**src/rtl/cfp_pkg.sv**
```systemverilog
package cfp_pkg;

    typedef enum logic [2:0] {
        ST_IDLE, ST_B2, ST_B3, ST_B4, ST_B5, ST_BLEN, ST_BDATA
    } rx_state_t;

    typedef enum logic [2:0] {
        CL_NONE, CL_READ, CL_STAGE, CL_DEST, CL_BADDR
    } cmd_class_t;

    localparam logic [7:0] ID_BULK_DATA  = 8'h81;
    localparam logic [7:0] ID_BULK_ADDR  = 8'h80;
    localparam logic [7:0] ID_BYTE_STAGE = 8'h10;
    localparam logic [7:0] ID_WORD_STAGE = 8'h11;

    function automatic cmd_class_t classify(input logic [7:0] id);
        if (id >= 8'h02 && id <= 8'h05)                return CL_READ;
        if (id == ID_BYTE_STAGE || id == ID_WORD_STAGE) return CL_STAGE;
        if (id >= 8'h20 && id <= 8'h23)                return CL_DEST;
        if (id == ID_BULK_ADDR)                        return CL_BADDR;
        return CL_NONE;
    endfunction

endpackage

```
**src/rtl/cfp_idle_timer.sv**
```systemverilog
module cfp_idle_timer #(
    parameter int TIMEOUT_CYC = 16
) (
    input  logic clk,
    input  logic rst_n,
    input  logic armed,
    input  logic rx_valid,
    output logic expire
);
    localparam int CW = $clog2(TIMEOUT_CYC + 1);
    localparam logic [CW-1:0] LAST = CW'(TIMEOUT_CYC - 1);

    logic [CW-1:0] cnt_q;

    always_ff @(posedge clk) begin
        if (!rst_n || !armed || rx_valid || expire) cnt_q <= '0;
        else                                         cnt_q <= cnt_q + 1'b1;
    end

    assign expire = armed && !rx_valid && (cnt_q == LAST);


    timeout_drops_chk: assert property (@(posedge clk) disable iff (!rst_n)
        expire |=> !armed);

endmodule

```
**src/rtl/cfp_collector.sv**
```systemverilog
module cfp_collector
    import cfp_pkg::*;
(
    input  logic       clk,
    input  logic       rst_n,
    input  logic       rx_valid,
    input  logic [7:0] rx_data,
    input  logic       expire,
    output logic       armed,
    output logic       frame_done,
    output logic [7:0] f_id,
    output logic [7:0] f_b2,
    output logic [7:0] f_b3,
    output logic [7:0] f_b4,
    output logic [7:0] f_b5,
    output logic       bulk_valid,
    output logic [7:0] bulk_data,
    output logic       bulk_last
);
    rx_state_t state_q, state_d;
    logic [7:0] rem_q;

    always_ff @(posedge clk) begin
        if (!rst_n) state_q <= ST_IDLE;
        else        state_q <= state_d;
    end

    always_comb begin
        state_d = state_q;
        if (expire) begin
            state_d = ST_IDLE;
        end else if (rx_valid) begin
            unique case (state_q)
                ST_IDLE:  state_d = (rx_data == ID_BULK_DATA) ? ST_BLEN : ST_B2;
                ST_B2:    state_d = ST_B3;
                ST_B3:    state_d = ST_B4;
                ST_B4:    state_d = ST_B5;
                ST_B5:    state_d = ST_IDLE;
                ST_BLEN:  state_d = (rx_data == 8'h00) ? ST_IDLE : ST_BDATA;
                ST_BDATA: state_d = (rem_q == 8'h01) ? ST_IDLE : ST_BDATA;
                default:  state_d = ST_IDLE;
            endcase
        end
    end

    assign armed = (state_q != ST_IDLE);

    always_ff @(posedge clk) begin
        if (!rst_n) begin
            frame_done <= 1'b0;
            bulk_valid <= 1'b0;
            bulk_last  <= 1'b0;
            bulk_data  <= '0;
            rem_q      <= '0;
            f_id <= '0; f_b2 <= '0; f_b3 <= '0; f_b4 <= '0; f_b5 <= '0;
        end else begin
            frame_done <= 1'b0;
            bulk_valid <= 1'b0;
            bulk_last  <= 1'b0;
            if (rx_valid) begin
                unique case (state_q)
                    ST_IDLE: f_id <= rx_data;
                    ST_B2:   f_b2 <= rx_data;
                    ST_B3:   f_b3 <= rx_data;
                    ST_B4:   f_b4 <= rx_data;
                    ST_B5: begin
                        f_b5       <= rx_data;
                        frame_done <= 1'b1;
                    end
                    ST_BLEN: rem_q <= rx_data;
                    ST_BDATA: begin
                        bulk_valid <= 1'b1;
                        bulk_data  <= rx_data;
                        bulk_last  <= (rem_q == 8'h01);
                        rem_q      <= rem_q - 8'h01;
                    end
                    default: ;
                endcase
            end
        end
    end


    done_follows_byte_chk: assert property (@(posedge clk) disable iff (!rst_n)
        frame_done |-> $past(rx_valid));


    bulk_echo_chk: assert property (@(posedge clk) disable iff (!rst_n)
        bulk_valid |-> ($past(rx_valid) && bulk_data == $past(rx_data)));

endmodule

```
**src/rtl/cfp_checker.sv**
```systemverilog
module cfp_checker
    import cfp_pkg::*;
(
    input  logic       frame_done,
    input  logic [7:0] f_id,
    input  logic [7:0] f_b2,
    input  logic [7:0] f_b3,
    input  logic [7:0] f_b4,
    input  logic [7:0] f_b5,
    output logic       rd_stb,
    output logic       stage_stb,
    output logic       dest_stb,
    output logic       bulk_addr_stb,
    output logic       nak_stb
);
    cmd_class_t kind;
    logic [7:0] sum;
    logic       good;

    always_comb begin
        kind = classify(f_id);
        sum  = f_b2 + f_b3;
        good = frame_done
            && (f_b5 == f_id)
            && (f_b4 == sum)
            && ((f_id != ID_BYTE_STAGE) || (f_b3 == ~f_b2))
            && (kind != CL_NONE);
        rd_stb        = good && (kind == CL_READ);
        stage_stb     = good && (kind == CL_STAGE);
        dest_stb      = good && (kind == CL_DEST);
        bulk_addr_stb = good && (kind == CL_BADDR);
        nak_stb       = frame_done && !good;
    end

endmodule

```
**src/rtl/cmd_frame_parser.sv**
```systemverilog
module cmd_frame_parser #(
    parameter int TIMEOUT_CYC = 16
) (
    input  logic        clk,
    input  logic        rst_n,
    input  logic        rx_valid,
    input  logic [7:0]  rx_data,
    output logic [7:0]  cmd_id,
    output logic [15:0] cmd_arg,
    output logic        rd_stb,
    output logic        stage_stb,
    output logic        dest_stb,
    output logic        bulk_addr_stb,
    output logic        nak_stb,
    output logic        bulk_valid,
    output logic [7:0]  bulk_data,
    output logic        bulk_last
);
    logic armed, expire, frame_done;
    logic [7:0] f_id, f_b2, f_b3, f_b4, f_b5;

    cfp_idle_timer #(.TIMEOUT_CYC(TIMEOUT_CYC)) u_timer (
        .clk(clk), .rst_n(rst_n), .armed(armed), .rx_valid(rx_valid), .expire(expire)
    );

    cfp_collector u_coll (
        .clk(clk), .rst_n(rst_n), .rx_valid(rx_valid), .rx_data(rx_data),
        .expire(expire), .armed(armed), .frame_done(frame_done),
        .f_id(f_id), .f_b2(f_b2), .f_b3(f_b3), .f_b4(f_b4), .f_b5(f_b5),
        .bulk_valid(bulk_valid), .bulk_data(bulk_data), .bulk_last(bulk_last)
    );

    cfp_checker u_chk (
        .frame_done(frame_done), .f_id(f_id), .f_b2(f_b2), .f_b3(f_b3),
        .f_b4(f_b4), .f_b5(f_b5), .rd_stb(rd_stb), .stage_stb(stage_stb),
        .dest_stb(dest_stb), .bulk_addr_stb(bulk_addr_stb), .nak_stb(nak_stb)
    );

    assign cmd_id  = f_id;
    assign cmd_arg = {f_b2, f_b3};


    trailer_repeats_id_chk: assert property (@(posedge clk) disable iff (!rst_n)
        (rd_stb || stage_stb || dest_stb || bulk_addr_stb) |-> (cmd_id == $past(rx_data)));


    single_strobe_chk: assert property (@(posedge clk) disable iff (!rst_n)
        $onehot0({rd_stb, stage_stb, dest_stb, bulk_addr_stb, nak_stb}));


    bulk_no_frame_chk: assert property (@(posedge clk) disable iff (!rst_n)
        bulk_valid |-> !(rd_stb || stage_stb || dest_stb || bulk_addr_stb || nak_stb));

endmodule

```
**config.mk**
```make
export PLATFORM = sky130hd
export DESIGN_NAME = cmd_frame_parser
export DESIGN_NICKNAME = d
export VERILOG_FILES = /design/src/rtl/cfp_pkg.sv /design/src/rtl/cfp_idle_timer.sv /design/src/rtl/cfp_collector.sv /design/src/rtl/cfp_checker.sv /design/src/rtl/cmd_frame_parser.sv
export SDC_FILE = /design/constraint.sdc
export NUM_CORES = 1
export LEC_CHECK = 0
export ABC_AREA = 1
export BUFFER_PORTS_ARGS = -buffer_cell sky130_fd_sc_hd__buf_2
export CAP_MARGIN = 20
export CORE_ASPECT_RATIO = 1.75
export CORE_MARGIN = 5
export CORE_UTILIZATION = 52
export DETAILED_ROUTE_END_ITERATION = 10
export GPL_ROUTABILITY_DRIVEN = 0
export PLACE_DENSITY = 0.76
export RECOVER_POWER = 25
export SLEW_MARGIN = 40
export SYNTH_ARGS = -nofsm -noshare
export SYNTH_HDL_FRONTEND = slang
export SYNTH_SLANG_ARGS = --single-unit
```
**constraint.sdc**
```tcl
create_clock -name clk -period 2.2 [get_ports clk]
set_input_delay 0.44 -clock clk [delete_from_list [all_inputs] [get_ports clk]]
set_output_delay 0.44 -clock clk [all_outputs]
set_load 0.005 [all_outputs]
```
==> metrics.md, run 1 <==
| Metric | Value |
|---|---|
| Fmax | ~370 MHz |
| Mapped Area | roughly 3500 um2 |
| Netlist cell types | 33 |
| Ports | 50 |
| DRT Wirelength | 9307 um |
| Final worst-path cycle share | 122.9% |
| Clk_lat worst skew | around 0.33 ns |
| Place WS | -0.1526 ns |
| Sw frac | approximately 24% |
| First-pass GRT wire length | about 16000 um |
| Post-route ant nets | 0 |
| Status | complete, but fails checks |
| Crit. End Element | primary output |
| Register area share after synthesis | a little under 40% |
| Clock power share | 47.1% |
| Htree depth | 3 |
| Iteration-0 DRC Markers | approximately 210 |
| Critical path launch point type | register |
| Top Metal Used | met4 |
| Chip height | 118.4 um |
| Commonest non-fill, non-tap cells in the layout | nand2_1, dfxtp_1, inv_1, a21oi_1, nor2_1 |
| Final design utilization | between 60 and 70% |
| CTS clk-pin slew, worst paths | roughly 0.050 ns |
| Die area | 8514 um2 |
| RSZ-0062 raised after global routing | true |
| Drt drc | 0 |
| Failing checks | setup timing |
| Clock Skew | ~0.0025 ns |
| Layout Area Growth over Synthesis | 20.69% |
| Final Hold Viols | 0 |
| Via density | approximately 5.5 |
| Port Buffers | 49 |
| Synth Instances | approximately 500 |
| Post-route setup slack | -0.5040 ns |
| Pwr Density | 745.2 nW/um2 |
| Setup-failing EPs final | 5 |
| Metal1 wirelength | roughly 3600 um |
| CTS tree | done |
| Tot GR Track Use | approximately 23% |
| Transition time of the tightest slew-check pin | a little over 0.9 ns |
| Clk sinks | 67 |
| Sequential power share | around two fifths |
| FP Rows | 39 |
| CTS Root Cell | clkbuf_16 |
| Internal | roughly 2.4 mW |
| Leading area contributor after synthesis | dfxtp_1 |
| Largest net degree at the start of global routing | 29 |
| Post-synth top area share | slightly below 40% |
| Setup TNS | -2.417 ns |
| Initial antenna violation count | 0 |
| WP data required | between 1.5 and 2 ns |
| Vias | roughly 3600 |
| Most common cell after layout, fill and taps aside | nand2_1 |
| Die width | 71.93 um |
| Psw | ~760 uW |
| CP Max Fanout | 2 |
| Relative slew slack | between 30% and 40% |
| GRT overflow | 0 |
| Starting Density | 53.37% |
| CTS Buffer Depth | 2 |
| # diodes | 0 |
| Detailed Place HPWL | around 7000 um |
| Met2 wire length | 4976 um |
| TritonCTS Buffers | 9 |
| Synthesized Nets | about 530 |
| #FFs+latches synth | 67 |
| Period minus WS final | between 2 and 3 ns |
| Final #Nets | between 500 and 600 |
| Core box area | ~6500 um2 |
| Arrival time at the worst endpoint | 2.26 ns |
| Number of global-route vias before repair | between 3000 and 4000 |
| Share of cells above drive strength 1 | 16.43% |
| Max_cap viols | 0 |
| Drt wl/cell | about 14 um |
| Post-Syn Area per Cell | 6.869 um2 |
| Pleak | just under 2 nW |
| Peak VDD IR | ~0.00060 V |
| First-pass iteration count of the detailed router | 5 |
| Top cells by area, synth | dfxtp_1, nand2_1, a21oi_1 |
| Hold WC Path Type | input port to register |
| Synth Warn # | 0 |
| Setup CP Type | register to primary output |
| Combinational Power Share | a little under an eighth |
| WL met3 | around 400 um |
| Pins Over Slew Limit | 0 |
-- sequential cells by signal (all words and copies together), names as in the netlist --
name               cells
u_coll.bulk_last       1
u_coll.f_b3            8
u_coll.bulk_data       8
u_coll.frame_done      1
u_timer.cnt_q          5
u_coll.rem_q           8
u_coll.state_q         3
u_coll.f_b4            8
u_coll.f_id            8
u_coll.bulk_valid      1
u_coll.f_b2            8
u_coll.f_b5            8
-- synth_stat cells (all sizes together) --
cell	n
o21a	1
a221oi	1
inv	68
or2	1
a31oi	1
fa	1
ha	11
xnor2	5
nand4	11
clkbuf	6
clkinv	1
nor3b	2
nor3	3
nand3	32
xor2	6
a21oi	63
o21ai	53
dfxtp	67
a211oi	3
buf	7
and3	1
nand2	105
o211ai	2
nor2	56
nand3b	1
-- cell families (layout without fill, tap and decap cells) --
| family | Yosys count | in the layout | synth area share [%] |
|---|---|---|---|
| AO/OA/AOI/OAI | 124 | 124 | 18.68 |
| AND/OR/NAND/NOR | 212 | 212 | 26.39 |
| buffers and inverters | 82 | 146 | 9.215 |
| adder cells (fa/ha/maj) | 12 | 12 | 4.518 |
| flip-flops | 67 | 67 | 38.44 |
| XOR/XNOR | 11 | 11 | 2.761 |
-- power groups by stage --
stage	logic [mW]	clock network, mW	registers, mW
after floorplan	0.230	0	1.31
after CTS	0.361	1.49	1.29
final	0.364	1.48	1.30
after detailed placement	0.352	0	1.32
after global routing	0.413	1.54	1.30
after global placement	0.345	0	1.32
-- critical path: stages, from the launching register on --
cell and delay [ns]:
dfxtp_2 0.33, ha_4 0.16, fa_2 0.54, inv_2 0.04, nand2_2 0.05, buf_4 0.10, nand3_2 0.06, nor3_2 0.17
nand3_1 0.09, nor2_1 0.09, nand4_1 0.08, nand2_1 0.08, inv_1 0.03, buf_2 0.11
-- area by class of cell --
cell class              instances  area [um2]
fillers                       594        2327
multi-input cells             359        1859
flip-flops and latches         67        1344
repair buffers                 62       332.8
clock buffers                  14       284.0
inverters                      69       259.0
well taps                      82       102.6
clock inverters                 1       30.03
-- through the flow --
stage / hold WS [ns] / instance area, um2 / power (mW) / instances
floorplan: 0.4176 / 3492 / 1.541 / 508
global placement: 0.4283 / 3860 / 1.661 / 637
detailed placement: 0.4491 / 3860 / 1.670 / 637
CTS: 0.4001 / 4217 / 3.149 / 654
global route: 0.4185 / 4212 / 3.250 / 654
finish: 0.4087 / 4212 / 3.138 / 654
-- what timing repair did --
| action | in CTS | in global routing |
|---|---|---|
| gates resized for setup | 6 | 3 |
| hold buffers | 0 | 0 |
| buffers inserted | 2 | 0 |
| pin swaps | 1 | 4 |
| setup endpoints to repair | 5 | 5 |
-- path summary, 6_finish.rpt --
kind                            cells past startpoint               from  slack [ns]             endpoint
worst min register to register                      1   u_timer.cnt_q[0]        0.46     u_timer.cnt_q[0]
worst min-delay path                                3         rx_data[3]        0.41  u_coll.bulk_data[3]
worst max register to register                      5  u_coll.state_q[1]        0.60       u_coll.f_id[4]
worst max-delay path                               13     u_coll.f_b3[0]       -0.50              nak_stb
-- routing by layer --
layer / up-vias / GRT usage, %
met4: 0 / 12.24
met2: 101 / 40.50
met5: - / 0
li1: 1783 / -
met3: 29 / 3.908
met1: 1665 / 24.80
No activity file was read; power rests on OpenSTA's default activity.
==> inputs of run 2 (changes only) <==
==> constraint.sdc (replaced) <==
create_clock -name clk -period 2.2 [get_ports clk]
set_input_delay 0.44 -clock clk [delete_from_list [all_inputs] [get_ports clk]]
set_output_delay 0.44 -clock clk [all_outputs]
set_load 0.01 [all_outputs]
==> metrics.md, run 2 (synthesis results as in run 1) <==
| Metric | Value |
|---|---|
| Detailed Place HPWL | just under 7000 um |
| Hold-fix buffers, CTS | 0 |
| Psw | slightly below 800 uW |
| Most common cell after layout, fill and taps aside | nand2_1 |
| CTS tree | done |
| Htree depth | 3 |
| Relative slew slack | 62.60% |
| Setup CP Type | register to primary output |
| Crit path buffers/inverters | 2 |
| Crit path max-delay family | simple AND/OR/NAND/NOR gates |
| Fin cells | 659 |
| Reg2reg end | u_coll.f_b5[0] |
| Commonest non-fill, non-tap cells in the layout | nand2_1, dfxtp_1, inv_1, a21oi_1, o21ai_0 |
| Sequential power share | between 30% and 40% |
| Setup TNS | -2.355 ns |
| Critical path launch point type | register |
| First-pass iteration count of the detailed router | 5 |
| Max_cap viols | 0 |
| Chip height | approximately 120 um |
| Met2 Track Usage GR | about 40% |
| Worst reg-to-reg setup slack | approximately 0.43 ns |
| Hold path start | rx_data[4] |
| Ports | 50 |
| Iteration-0 DRC Markers | 225 |
| Placed insts | roughly 640 |
| DRT Wirelength | 9389 um |
| Cell Area, Placed | slightly below 4000 um2 |
| Crit. End Element | primary output |
| Fmax | between 300 and 400 MHz |
| Internal | ~2.6 mW |
| Met3 usage | between 4 and 5% |
| Worst path cell trace | ha_4 -> fa_1 -> inv_1 -> nand2_1 -> nand2_1 -> nor2_1 -> nand2_1 -> nor2_1 -> nand3_1 -> nor2_1 -> nand3_2 -> nor2_2 -> buf_2 |
| Pins Over Slew Limit | 0 |
| CTS clk-pin slew, worst paths | around 0.050 ns |
| RSZ-0062 raised after global routing | true |
| Clock power share | 50.2% |
| Post-route ant nets | 0 |
| Clk sinks | between 60 and 70 |
| Via density | 5.455 |
| Core box area | about 6500 um2 |
| Share of cells above drive strength 1 | between 10% and 20% |
| Setup-failing EPs final | 5 |
| Die area | around 8500 um2 |
| Drt drc | 0 |
| Peak VDD IR | 0.0005416 V |
| Pleak | between 1.5 and 2 nW |
| First-pass GRT wire length | about 16000 um |
| WP data required | ~1.8 ns |
| Post-route setup slack | -0.5034 ns |
| Multi-input logic area | roughly 1900 um2 |
| Status | complete, but fails checks |
| Slowest stage cell, crit path | fa_1 |
| Number of global-route vias before repair | ~3500 |
| Drt wl/cell | around 14 um |
| Die width | around 72 um |
| Max incr delay on CP | 0.50 ns |
| Transition time of the tightest slew-check pin | 0.5576 ns |
| Layout Area Growth over Synthesis | 22.34% |
| Final worst-path cycle share | 122.9% |
| Final instance area | about 4300 um2 |
| Hold WC Path Type | input port to register |
| Final Hold Viols | 0 |
| Clk_lat worst skew | 0.33 ns |
| Initial antenna violation count | 0 |
| Combinational Power Share | 11.4% |
| Starting Density | between 50% and 60% |
| Register area | between 1000 and 1500 um2 |
| # diodes | 0 |
| Largest net degree at the start of global routing | between 40 and 50 |
| Port Buffers | 49 |
| Arrival time at the worst endpoint | approximately 2.3 ns |
| Worst hold margin | 0.4065 ns |
| Fill cells | 600 |
| Period minus WS final | approximately 2.7 ns |
| Final #Nets | ~600 |
| CTS Buffer Depth | 2 |
| Tot GR Track Use | 22.93% |
| Clock Skew | 0.004394 ns |
| CP Max Fanout | 4 |
| Sw frac | between 20% and 30% |
| Launching point of the worst reg2reg path | u_coll.state_q[2] |
| Vias | 3595 |
| Global route hottest layer | met2 |
| GR met1 Demand/Resource | between 20% and 30% |
| CTS Root Cell | clkbuf_16 |
| FP Rows | 39 |
| Final Power | 3.372 mW |
| WHS Endpoint | u_coll.bulk_data[4] |
| Pwr Density | between 700 and 800 nW/um2 |
| WHS Path Cells | 3 |
| GRT overflow | 0 |
| Failing checks | setup timing |
| Reg2Reg Depth | 6 |
| TritonCTS Buffers | 9 |
==> run 2: repair_timing <==
action / CTS / global route
gates resized for setup: 1 / 1
cloned: 0 / 0
buffers inserted: 1 / 1
endpoints found under the setup margin: 5 / 5
pin swaps: 0 / 2
==> run 2: power by group through the flow <==
stage / logic (mW) / registers, mW / clock network (mW)
floorplan: 0.233 / 1.32 / 0
global placement: 0.369 / 1.32 / 0
detailed placement: 0.377 / 1.32 / 0
CTS: 0.383 / 1.29 / 1.71
global route: 0.427 / 1.30 / 1.78
finish: 0.385 / 1.29 / 1.69
==> run 2: area by class of cell <==
class / instances / area share (%)
clock buffer: 12 / 6.243
tap: 82 / 2.403
sequential: 67 / 31.48
multi-input combinational: 359 / 43.44
clock inverter: 4 / 2.227
timing repair buffer: 66 / 8.148
inverter: 69 / 6.067
==> run 2: worst register-to-register path: stages (launching register included) <==
cell,delay [ns]
dfxtp_1,0.41
nand2_1,0.13
nor3_1,0.16
clkbuf_1,0.44
inv_1,0.18
o21ai_0,0.26
a21oi_1,0.08
==> run 2: worst max-delay path by stage <==
stage,start,to,slack [ns],depth (start not counted)
6_report,u_coll.f_b3[0],rd_stb,-0.50,13
3_3_place_gp,u_coll.f_b3[0],rd_stb,-0.12,13
4_1_cts,u_coll.f_b3[0],rd_stb,-0.51,13
3_5_place_dp,u_coll.f_b3[0],rd_stb,-0.16,12
5_1_grt,u_coll.f_b3[0],rd_stb,-0.70,13
2_1_floorplan,u_coll.f_b3[0],bulk_addr_stb,-0.04,12
==> run 2: per-stage QoR <==
step	setup WS, ns	util, %
detailed placement	-0.1596	59.84
global route	-0.6955	65.29
finish	-0.5034	65.29
global placement	-0.1208	59.84
floorplan	-0.04261	-
CTS	-0.5086	65.52
==> run 2: per-layer routing <==
| metal | part of all wire (%) | vias up |
|---|---|---|
| li1 | - | 1798 |
| met1 | 38 | 1651 |
| met2 | 52 | 116 |
| met3 | 4.9 | 30 |
| met4 | 5.1 | 0 |
| met5 | 0 | - |
==> inputs of run 3 (changes only) <==
ABC_CLOCK_PERIOD_IN_PS = 2200   (was not set)
CELL_PAD_IN_SITES_DETAIL_PLACEMENT = 0   (was not set)
CELL_PAD_IN_SITES_GLOBAL_PLACEMENT = 1   (was not set)
CORE_UTILIZATION = 37   (was 52)
PLACE_DENSITY = not set   (was 0.76)
PLACE_DENSITY_LB_ADDON = 0.1   (was not set)
==> metrics.md, run 3 (synthesis results as in run 1) <==
| Metric | Value |
|---|---|
| Setup CP Type | register to primary output |
| Drt drc | 0 |
| Launching point of the worst reg2reg path | u_coll.state_q[2] |
| Commonest non-fill, non-tap cells in the layout | nand2_1, dfxtp_1, inv_1, a21oi_1 |
| Fill cells | roughly 1000 |
| FP Rows | between 40 and 50 |
| Initial antenna violation count | 0 |
| TritonCTS Buffers | 9 |
| Fin cells | roughly 700 |
| Crit. End Element | primary output |
| Pwr Density | 699.3 nW/um2 |
| Drt wl/cell | 14.02 um |
| Hold path start | rx_data[6] |
| Relative slew slack | 62.66% |
| WHS Endpoint | u_coll.bulk_data[6] |
| First-pass iteration count of the detailed router | 4 |
| Tot GR Track Use | about 18% |
| Hold WC Path Type | input port to register |
| Pleak | just under 2 nW |
| Failing checks | setup timing |
| Clk_lat worst skew | between 0.3 and 0.4 ns |
| Via density | about 4.9 |
| Period minus WS final | ~2.7 ns |
| Die width | around 83 um |
| DRT Wirelength | 9881 um |
| Reg2Reg Depth | 6 |
| Placed insts | between 600 and 700 |
| Status | complete, but fails checks |
| Cell Area, Placed | 4023 um2 |
| Postcts setup bufs | 0 |
| Final worst-path cycle share | 122.9% |
| Final instance area | 4282 um2 |
| CP Max Fanout | 4 |
| Clock Skew | roughly 0.0019 ns |
| Arrival time at the worst endpoint | ~2.3 ns |
| Ports | 50 |
| Final design utilization | approximately 46% |
| Reg2reg end | u_coll.f_b5[0] |
| Iteration-0 DRC Markers | about 200 |
| Setup-failing EPs final | 5 |
| WHS Path Cells | 3 |
| Hold-fix buffers, CTS | 0 |
| Transition time of the tightest slew-check pin | 0.5567 ns |
| Final Hold Viols | 0 |
| Starting Density | between 30% and 40% |
| CTS Buffer Depth | 2 |
| RSZ-0062 raised after global routing | true |
| Critical path launch point type | register |
| Vias | roughly 3500 |
| Most common cell after layout, fill and taps aside | nand2_1 |
| CTS tree | done |
| Max_cap viols | 0 |
| Largest net degree at the start of global routing | 41 |
| Post-route ant nets | 0 |
| Peak VDD IR | ~0.00057 V |
| Detailed Place HPWL | between 7000 and 8000 um |
| WP data required | around 1.8 ns |
| # diodes | 0 |
| Clk sinks | 67 |
| Pins Over Slew Limit | 0 |
| Post-route setup slack | -0.5047 ns |
| Layout Area Growth over Synthesis | 22.70% |
| Port Buffers | ~50 |
| CTS clk-pin slew, worst paths | around 0.05 ns |
| Place WS | -0.1821 ns |
| Core box area | between 9000 and 10000 um2 |
| CTS Root Cell | clkbuf_16 |
| Chip height | about 140 um |
| Die area | between 10000 and 15000 um2 |
| Share of cells above drive strength 1 | between 10% and 20% |
| Number of global-route vias before repair | 3358 |
| First-pass GRT wire length | about 16000 um |
| GRT overflow | 0 |
| Worst reg-to-reg setup slack | approximately 0.58 ns |
| Fmax | between 300 and 400 MHz |
| Final #Nets | between 600 and 700 |
| Htree depth | 3 |
==> run 3: cell type report <==
| cell class | instances | area, um2 | area share (%) |
|---|---|---|---|
| flip-flops and latches | 67 | 1344 | 31.39 |
| repair buffers | 72 | 395.4 | 9.234 |
| multi-input cells | 359 | 1857 | 43.37 |
| inverters | 69 | 259.0 | 6.049 |
| well taps | 122 | 152.6 | 3.565 |
| clock buffers | 14 | 264.0 | 6.166 |
| clock inverters | 2 | 10.01 | 0.2338 |
==> run 3: stage by stage <==
stage,hold slack (ns),TNS (ns),total power [mW]
2_1_floorplan,0.4176,-0.1247,1.556
5_1_grt,0.4199,-3.278,3.154
3_5_place_dp,0.4490,-0.8079,1.717
4_1_cts,0.3973,-2.616,3.046
3_3_place_gp,0.4293,-0.5654,1.714
6_report,0.4111,-2.361,2.994
==> run 3: power by group <==
group	total, mW	switching, mW	internal, mW
logic	0.394	0.251	0.144
clock network	1.31	0.488	0.821
registers	1.29	0.0399	1.25
total	2.99	0.778	2.22
==> run 3: how the worst max path moves through the flow <==
| stage | start | endpoint | depth (start not counted) |
|---|---|---|---|
| after floorplan | u_coll.f_b3[0] | bulk_addr_stb | 12 |
| after global placement | u_coll.f_b3[0] | rd_stb | 13 |
| after detailed placement | u_coll.f_b3[0] | rd_stb | 13 |
| after CTS | u_coll.f_b3[0] | bulk_addr_stb | 13 |
| after global routing | u_coll.f_b3[0] | rd_stb | 13 |
| final | u_coll.f_b3[0] | rd_stb | 13 |
==> run 3: routing by layer <==
metal / routed length [um] / part of all wire, % / GRT usage (%) / vias to the layer above
met4: 302 / 3.1 / 8.136 / 0
met1: 4028 / 41 / 19.11 / 1560
met3: 303 / 3.1 / 3.333 / 17
met5: 0 / 0 / 0 / -
met2: 5246 / 53 / 32.45 / 65
li1: - / - / - / 1811
==> run 3: critical path, stage by stage, from the launching register on <==
cell     delay, ns
dfxtp_2       0.33
ha_4          0.16
fa_1          0.50
inv_1         0.05
nand2_2       0.05
nand2_1       0.05
nor2_1        0.08
nand2_1       0.06
nor2_1        0.10
nand3_1       0.07
nor2_1        0.11
nand3_2       0.12
nor2_2        0.12
buf_2         0.13
==> run 3: repair_timing <==
item | 4_1_cts | 5_1_grt
pin swaps | 6 | 2
resized for setup | 1 | 3
endpoints found under the setup margin | 5 | 5
